===== src/rtl/cell_pkg.sv =====
package cell_pkg;

   // Forwarded tag pair
   typedef struct packed {
      logic sel_a;
      logic sel_b;
   } tag_t;

   // Coefficient times the value whose bit 2j is bit j of pattern
   function automatic longint spread_mult(input int pattern, input int coef, input int half);
      longint e;
      e = 0;
      for (int j = 0; j < half; j++) begin
         if (pattern[j]) e += longint'(1) << (2 * j);
      end
      return longint'(coef) * e;
   endfunction

endpackage


===== src/rtl/pipe_delay.sv =====
module pipe_delay #(
   parameter int W     = 1,
   parameter int DEPTH = 1
) (
   input  logic         clk,
   input  logic         rst_n,
   input  logic [W-1:0] d,
   output logic [W-1:0] q
);
   if (DEPTH < 1) begin : g_bad_depth
      $error("pipe_delay: DEPTH must be at least 1");
   end

   if (DEPTH == 1) begin : g_single
      always_ff @(posedge clk or negedge rst_n) begin
         if (!rst_n) q <= '0;
         else        q <= d;
      end
   end else begin : g_chain
      logic [DEPTH-1:0][W-1:0] stg;
      always_ff @(posedge clk or negedge rst_n) begin
         if (!rst_n) stg <= '0;
         else        stg <= {stg[DEPTH-2:0], d};
      end
      assign q = stg[DEPTH-1];
   end
endmodule


===== src/rtl/lut_mult.sv =====
module lut_mult #(
   parameter int                        OP_W   = 8,
   parameter int                        COEF_W = 12,
   parameter logic signed [COEF_W-1:0]  COEF   = 12'sd1447,
   localparam int                       PW     = COEF_W + OP_W + 2
) (
   input  logic                 clk,
   input  logic                 rst_n,
   input  logic [OP_W-1:0]      op,
   output logic signed [PW-1:0] prod
);
   localparam int HALF  = OP_W / 2;
   localparam int DEPTH = 1 << HALF;
   localparam int RW    = COEF_W + OP_W;

   logic [HALF-1:0]        ev_addr, od_addr;
   logic signed [RW-1:0]   tbl [DEPTH];
   logic signed [RW-1:0]   ev_q, od_q;

   // Split the operand into its even-indexed and odd-indexed bits
   for (genvar j = 0; j < HALF; j++) begin : g_split
      assign ev_addr[j] = op[2*j];
      assign od_addr[j] = op[2*j+1];
   end

   // Table contents computed at elaboration
   for (genvar g = 0; g < DEPTH; g++) begin : g_tbl
      assign tbl[g] = RW'(cell_pkg::spread_mult(g, int'(COEF), HALF));
   end

   // Stage: two parallel table reads
   always_ff @(posedge clk or negedge rst_n) begin
      if (!rst_n) begin
         ev_q <= '0;
         od_q <= '0;
      end else begin
         ev_q <= tbl[ev_addr];
         od_q <= tbl[od_addr];
      end
   end

   // Stage: fast combine, odd word weighted by a wired one-bit shift
   always_ff @(posedge clk or negedge rst_n) begin
      if (!rst_n) prod <= '0;
      else        prod <= PW'(ev_q) + (PW'(od_q) <<< 1);
   end

   logic [1:0] age;
   always_ff @(posedge clk or negedge rst_n) begin
      if (!rst_n)        age <= '0;
      else if (age != 2) age <= age + 2'd1;
   end

   assert_lut_product_R7: assert property (@(posedge clk) disable iff (!rst_n)
      (age == 2) |-> (prod == PW'(PW'(COEF) * PW'($signed({1'b0, $past(op, 2)})))));
endmodule


===== src/rtl/sign_acc.sv =====
module sign_acc #(
   parameter int PW    = 22,
   parameter int ACC_W = 24
) (
   input  logic                    clk,
   input  logic                    rst_n,
   input  logic                    sub,
   input  logic signed [ACC_W-1:0] ps_in,
   input  logic signed [PW-1:0]    prod,
   output logic signed [ACC_W-1:0] ps_out
);
   logic signed [ACC_W-1:0] ext, term;

   assign ext  = ACC_W'(prod);
   assign term = sub ? (~ext + 1'b1) : ext;

   // Ripple-friendly accumulate stage; wraps modulo 2^ACC_W
   always_ff @(posedge clk or negedge rst_n) begin
      if (!rst_n) ps_out <= '0;
      else        ps_out <= ps_in + term;
   end
endmodule


===== src/rtl/dual_lut_mac_cell.sv =====
module dual_lut_mac_cell #(
   parameter int                        OP_W   = 8,
   parameter int                        COEF_W = 12,
   parameter logic signed [COEF_W-1:0]  COEF   = 12'sd1447,
   parameter int                        ACC_W  = 24
) (
   input  logic             clk,
   input  logic             rst_n,
   input  logic [OP_W-1:0]  op_a_in,
   input  logic [OP_W-1:0]  op_b_in,
   input  logic [ACC_W-1:0] ps_a_in,
   input  logic [ACC_W-1:0] ps_b_in,
   input  logic             sel_a_in,
   input  logic             sel_b_in,
   output logic [OP_W-1:0]  op_a_out,
   output logic [OP_W-1:0]  op_b_out,
   output logic [ACC_W-1:0] ps_a_out,
   output logic [ACC_W-1:0] ps_b_out,
   output logic             sel_a_out,
   output logic             sel_b_out
);
   import cell_pkg::*;

   localparam int PW    = COEF_W + OP_W + 2;
   localparam int CAP_W = 2 * OP_W + 2 * ACC_W + 2;
   localparam int FWD_W = 2 * OP_W + 2;
   localparam int ACB_W = 2 * ACC_W + 2;

   if ((OP_W % 2) != 0 || OP_W < 2 || OP_W > 16) begin : g_bad_op
      $error("dual_lut_mac_cell: OP_W must be even and within 2..16");
   end
   if (ACC_W < PW) begin : g_bad_acc
      $error("dual_lut_mac_cell: ACC_W too narrow for the product");
   end

   // Stage 1: capture everything
   logic [OP_W-1:0]  op_s1 [2];
   logic [ACC_W-1:0] ps_s1 [2];
   tag_t             tag_s1;

   pipe_delay #(.W(CAP_W), .DEPTH(1)) u_cap (
      .clk(clk), .rst_n(rst_n),
      .d({op_a_in, op_b_in, ps_a_in, ps_b_in, sel_a_in, sel_b_in}),
      .q({op_s1[0], op_s1[1], ps_s1[0], ps_s1[1], tag_s1})
   );

   // Operands and tags to the next cell: three more stages
   tag_t tag_out;
   pipe_delay #(.W(FWD_W), .DEPTH(3)) u_fwd (
      .clk(clk), .rst_n(rst_n),
      .d({op_s1[0], op_s1[1], tag_s1}),
      .q({op_a_out, op_b_out, tag_out})
   );
   assign sel_a_out = tag_out.sel_a;
   assign sel_b_out = tag_out.sel_b;

   // Partial sums and tags wait two stages for the product
   logic [ACC_W-1:0] ps_s3 [2];
   tag_t             tag_s3;
   pipe_delay #(.W(ACB_W), .DEPTH(2)) u_acb (
      .clk(clk), .rst_n(rst_n),
      .d({ps_s1[0], ps_s1[1], tag_s1}),
      .q({ps_s3[0], ps_s3[1], tag_s3})
   );

   logic              sub_s3 [2];
   logic [ACC_W-1:0]  ps_o   [2];
   assign sub_s3[0] = tag_s3.sel_a;
   assign sub_s3[1] = tag_s3.sel_b;

   for (genvar ch = 0; ch < 2; ch++) begin : g_ch
      logic signed [PW-1:0]    prod;
      logic signed [ACC_W-1:0] acc;

      lut_mult #(.OP_W(OP_W), .COEF_W(COEF_W), .COEF(COEF)) u_mul (
         .clk(clk), .rst_n(rst_n), .op(op_s1[ch]), .prod(prod)
      );

      sign_acc #(.PW(PW), .ACC_W(ACC_W)) u_acc (
         .clk(clk), .rst_n(rst_n), .sub(sub_s3[ch]),
         .ps_in($signed(ps_s3[ch])), .prod(prod), .ps_out(acc)
      );
      assign ps_o[ch] = acc;
   end

   assign ps_a_out = ps_o[0];
   assign ps_b_out = ps_o[1];

   // Checks against the port-level definition
   function automatic logic [ACC_W-1:0] ref_mac(input logic [ACC_W-1:0] ps,
                                                input logic [OP_W-1:0]  op,
                                                input logic             sub);
      logic signed [ACC_W-1:0] p;
      p = ACC_W'(COEF) * ACC_W'($signed({1'b0, op}));
      return sub ? (ps - p) : (ps + p);
   endfunction

   logic [2:0] age;
   always_ff @(posedge clk or negedge rst_n) begin
      if (!rst_n)        age <= '0;
      else if (age != 4) age <= age + 3'd1;
   end

   assert_chan_a_add_R2: assert property (@(posedge clk) disable iff (!rst_n)
      (age == 4 && !$past(sel_a_in, 4)) |->
         (ps_a_out == ref_mac($past(ps_a_in, 4), $past(op_a_in, 4), 1'b0)));

   assert_chan_a_sub_R3: assert property (@(posedge clk) disable iff (!rst_n)
      (age == 4 && $past(sel_a_in, 4)) |->
         (ps_a_out == ref_mac($past(ps_a_in, 4), $past(op_a_in, 4), 1'b1)));

   assert_chan_b_sign_R4: assert property (@(posedge clk) disable iff (!rst_n)
      (age == 4) |->
         (ps_b_out == ref_mac($past(ps_b_in, 4), $past(op_b_in, 4), $past(sel_b_in, 4))));

   assert_pass_operands_R5: assert property (@(posedge clk) disable iff (!rst_n)
      (age == 4) |-> (op_a_out == $past(op_a_in, 4) && op_b_out == $past(op_b_in, 4)));

   assert_pass_tags_R6: assert property (@(posedge clk) disable iff (!rst_n)
      (age == 4) |-> (sel_a_out == $past(sel_a_in, 4) && sel_b_out == $past(sel_b_in, 4)));
endmodule


===== config.mk =====
export PLATFORM = sky130hd
export DESIGN_NAME = dual_lut_mac_cell
export DESIGN_NICKNAME = d
export VERILOG_FILES = /design/src/rtl/cell_pkg.sv /design/src/rtl/pipe_delay.sv /design/src/rtl/lut_mult.sv /design/src/rtl/sign_acc.sv /design/src/rtl/dual_lut_mac_cell.sv
export SDC_FILE = /design/constraint.sdc
export NUM_CORES = 1
export LEC_CHECK = 0
export BUFFER_PORTS_ARGS = -buffer_cell sky130_fd_sc_hd__buf_2
export CAP_MARGIN = 20
export CELL_PAD_IN_SITES_DETAIL_PLACEMENT = 1
export CELL_PAD_IN_SITES_GLOBAL_PLACEMENT = 2
export CORE_UTILIZATION = 44
export CTS_CLUSTER_SIZE = 20
export DETAILED_ROUTE_END_ITERATION = 8
export GPL_TIMING_DRIVEN = 0
export PLACE_DENSITY_LB_ADDON = 0.08
export SLEW_MARGIN = 15
export SYNTH_ARGS = -nofsm -noshare
export SYNTH_HDL_FRONTEND = slang
export SYNTH_SLANG_ARGS = --single-unit

===== constraint.sdc =====
create_clock -name clk -period 8.3 [get_ports clk]
set_clock_uncertainty 0.2 [all_clocks]
set_input_delay 2.075 -clock clk [delete_from_list [all_inputs] [get_ports clk]]
set_output_delay 2.075 -clock clk [all_outputs]
set_load 0.005 [all_outputs]

==> summary.txt <==
Floorplanning
  • Initial Util: 0.447
  • IO Pins: 134
  • Row count: 68
  • Die Width: 189 µm
  • Die height: between 150 and 200 µm
  • Core region area: 0.0345 mm²
  • DIE AREA: 0.0358 mm²

CTS
  • Postcts setup bufs: 0
  • CTS Sinks: 356
  • Clk slew on worst S/H paths: 0.06 ns
  • Deepest clock path buffer count: 3
  • CTS H-tree depth: 2
  • Post-cts resize count: 0
  • Clk Latency, worst-skew pair: between 0.5 and 0.6 ns
  • Hold bufs inserted after CTS: 0
  • CTS tree: built
  • Root Driver: clkbuf_16
  • CTS buffer count: 38

Final layout
  • Nets: 1657
  • Area delta synth->final: 17.1%
  • Fillers: 3696
  • Layout cells sized above 1: 0.150

Worst setup path
  • WS Path Type: register to register
  • Crit start category: register
  • WP data arrival: 4.59 ns
  • Setup crit end kind: register
  • CP max FO: 5
  • CP required: roughly 8.5 ns

Placed design
  • Setup Slack @ Placement: approximately 4 ns
  • HPWL after DPL: 25000 µm
  • Port bufs: 133
  • Routability cong.: slightly above 0.8

Synth
  • Post-Syn Nets: 1481
  • Fraction of registers with async set or reset after synthesis: 1.00
  • Post-synthesis average cell area: 11.9 µm²
  • Post-synth EDFFs: 0
  • Cell area after synthesis: ~0.015 mm²
  • Top_reg_cell synth: dfrtp_1
  • Yosys top cell area share: 0.577
  • Sequential fraction of the synthesis area: 0.577
  • Syn Inst Count: 1295
  • Count of cell types in the netlist: 63
  • Synth Register Bits: 356
  • Area contributors post-synth: dfrtp_1, ha_1, xnor2_1, a21oi_1, o21ai_0
  • Ys Warns: 0
  • Post-synth top area cell: dfrtp_1

Power
  • Leak Pwr: 8.28 nW
  • Max VDD drop: 0.193 mV
  • Pwr dens: 285 mW/mm²
  • Design Power: 0.00516 W

Timing
  • Setup violators final: 0
  • Max transition margin: 0.440
  • Post-layout minimum cycle time: 4.39 ns
  • Final hold vios: 0
  • Tcrit/Tclk final: 0.528
  • Unrepaired setup endpoints after global routing: false
  • Final WS setup: just under 4 ns
  • Fmax: 228 MHz
  • Slew Viols, Final: 0
  • Worst-Margin Slew: 0.829 ns

Outcome
  • Status: finished clean

Global routing
  • First-pass GRT wire length: 55700 µm
  • Pin count of the biggest net entering global routing: 111
  • Antenna violations before repair: 1
  • Total GRT Usage: 0.197
  • Total gr overflow: 0
  • Vias in the first global route: 10600

Detailed routing
  • Average wire per standard cell: 17.2 µm
  • DR iter-0 viols: between 300 and 400
  • Drt drc: 0
  • Antenna Nets Post-Route: 0
  • DRT Wirelength: 33700 µm
  • Via/cell ratio: 5.16
  • Vias: 10100
  • TritonRoute pass-1 iters: 4

Run
  • Max_cap viols: 0

Worst hold path
  • HP Class: register to register
final cells by class:
class                   count  area [µm²]  share of cell area
plain buffers              52         256              0.0142
well taps                 455         569              0.0315
flip-flops and latches    356        8910               0.493
clock buffers              51        1120              0.0622
clock inverters            17         184              0.0102
multi-input cells         845        6110               0.338
diodes                      1        2.50            0.000138
repair buffers            136         758              0.0419
inverters                  42         158             0.00872
cells by family (layout without fill, tap and decap cells):
logic type / count (synthesis) / count (layout) / synth area share
compound gates: 323 / 323 / 0.137
xor+xnor: 110 / 110 / 0.0624
fa+ha+maj: 118 / 118 / 0.0976
buf+inv: 94 / 298 / 0.0268
flops: 356 / 356 / 0.577
mux: 15 / 15 / 0.00973
other cells: 0 / 1 / 0
simple gates: 279 / 279 / 0.0898
per-stage QoR:
stage | std cells | hold WS [ns] | TNS, ns | instance area, µm² | utilization
3_3_place_gp | 1883 | 0.132 | -518.54 | 16700 | 0.483
5_1_grt | 1954 | 0.148 | 0 | 18100 | 0.523
3_5_place_dp | 1886 | 0.136 | 0 | 16800 | 0.485
4_1_cts | 1954 | 0.142 | 0 | 18100 | 0.523
6_report | 1955 | 0.141 | 0 | 18100 | 0.523
2_1_floorplan | 1295 | 0.131 | 0 | 15400 | -
critical path, stage by stage (launching register included):
cell,delay [ns]
dfrtp_1,0.41
or4_4,0.57
nor3_4,0.15
nand3_1,0.21
o41ai_1,0.43
xnor2_1,0.27
ha_1,0.36
a21oi_1,0.19
o21ai_0,0.17
a221o_1,0.40
or4b_2,0.64
o32ai_1,0.14
a311oi_1,0.08
flip-flops by register name, summed over array words and instances, names as in the netlist:
name / flops
g_ch.u_mul.prod: 36
g_ch.u_mul.od_q: 29
u_acb.g_chain.stg: 50
u_fwd.g_chain.stg: 31
g_ch.u_acc.ps_out: 48
g_ch.u_mul.ev_q: 28
u_fwd.q: 18
u_acb.q: 50
u_cap.q: 66
Yosys cell counts, types with 5 or more instances:
master / n
a211oi_1: 14
a21boi_0: 6
a21o_1: 30
a21oi_1: 83
a31oi_1: 7
and2_1: 5
and3_1: 6
buf_4: 16
clkbuf_1: 31
dfrtp_1: 356
ha_1: 114
inv_1: 42
mux2i_1: 15
nand2_1: 74
nand2b_1: 26
nand3_1: 24
nand3b_1: 8
nand4_1: 9
nor2_1: 68
nor2b_1: 14
nor3_1: 20
nor4_1: 6
o211ai_1: 9
o21a_1: 19
o21ai_0: 73
o21bai_1: 9
o31a_1: 5
o31ai_1: 18
o41ai_1: 8
or3_1: 5
xnor2_1: 80
xor2_1: 30
placed cells by master, fill, tap and decap left out, types with 20 or more instances in the layout:
| cell type | instances |
|---|---|
| buf_2 | 133 |
| xnor2_1 | 80 |
| nand2_1 | 74 |
| clkbuf_16 | 41 |
| inv_1 | 42 |
| o21ai_0 | 73 |
| nand2b_1 | 26 |
| ha_1 | 114 |
| a21o_1 | 30 |
| a21oi_1 | 83 |
| nor3_1 | 20 |
| nor2_1 | 68 |
| dfrtp_1 | 356 |
| xor2_1 | 30 |
| nand3_1 | 24 |
| clkbuf_1 | 35 |
path summary, 6_finish.rpt:
path | start | endpoint | slack [ns] | cells after the start
worst max-delay path | g_ch[0].u_mul.prod[5] | g_ch[0].u_acc.ps_out[23] | 3.91 | 12
worst min-delay path | u_cap.q[0] | u_acb.g_chain.stg[0] | 0.14 | 0
worst max register to register | g_ch[0].u_mul.prod[5] | g_ch[0].u_acc.ps_out[23] | 3.91 | 12
worst min register to register | u_cap.q[0] | u_acb.g_chain.stg[0] | 0.14 | 0
max in group asynchronous | rst_n | u_cap.q[52] | 5.24 | 3
min in group asynchronous | rst_n | u_acb.g_chain.stg[7] | 1.31 | 1
where the power goes:
group / internal (W) / switching, W
logic: 0.000557 / 0.000761
registers: 0.00198 / 0.000133
clock network: 0.00105 / 0.000682
total: 0.00358 / 0.00158
metal layers:
layer / up-vias / track usage / part of all wire
met1: 4969 / 0.278 / 0.49
met3: 54 / 0.0317 / 0.037
met4: 0 / 0.0651 / 0.024
met5: - / 0 / 0
met2: 170 / 0.309 / 0.45
li1: 4904 / - / -
Power figures use the tool's default switching activity.
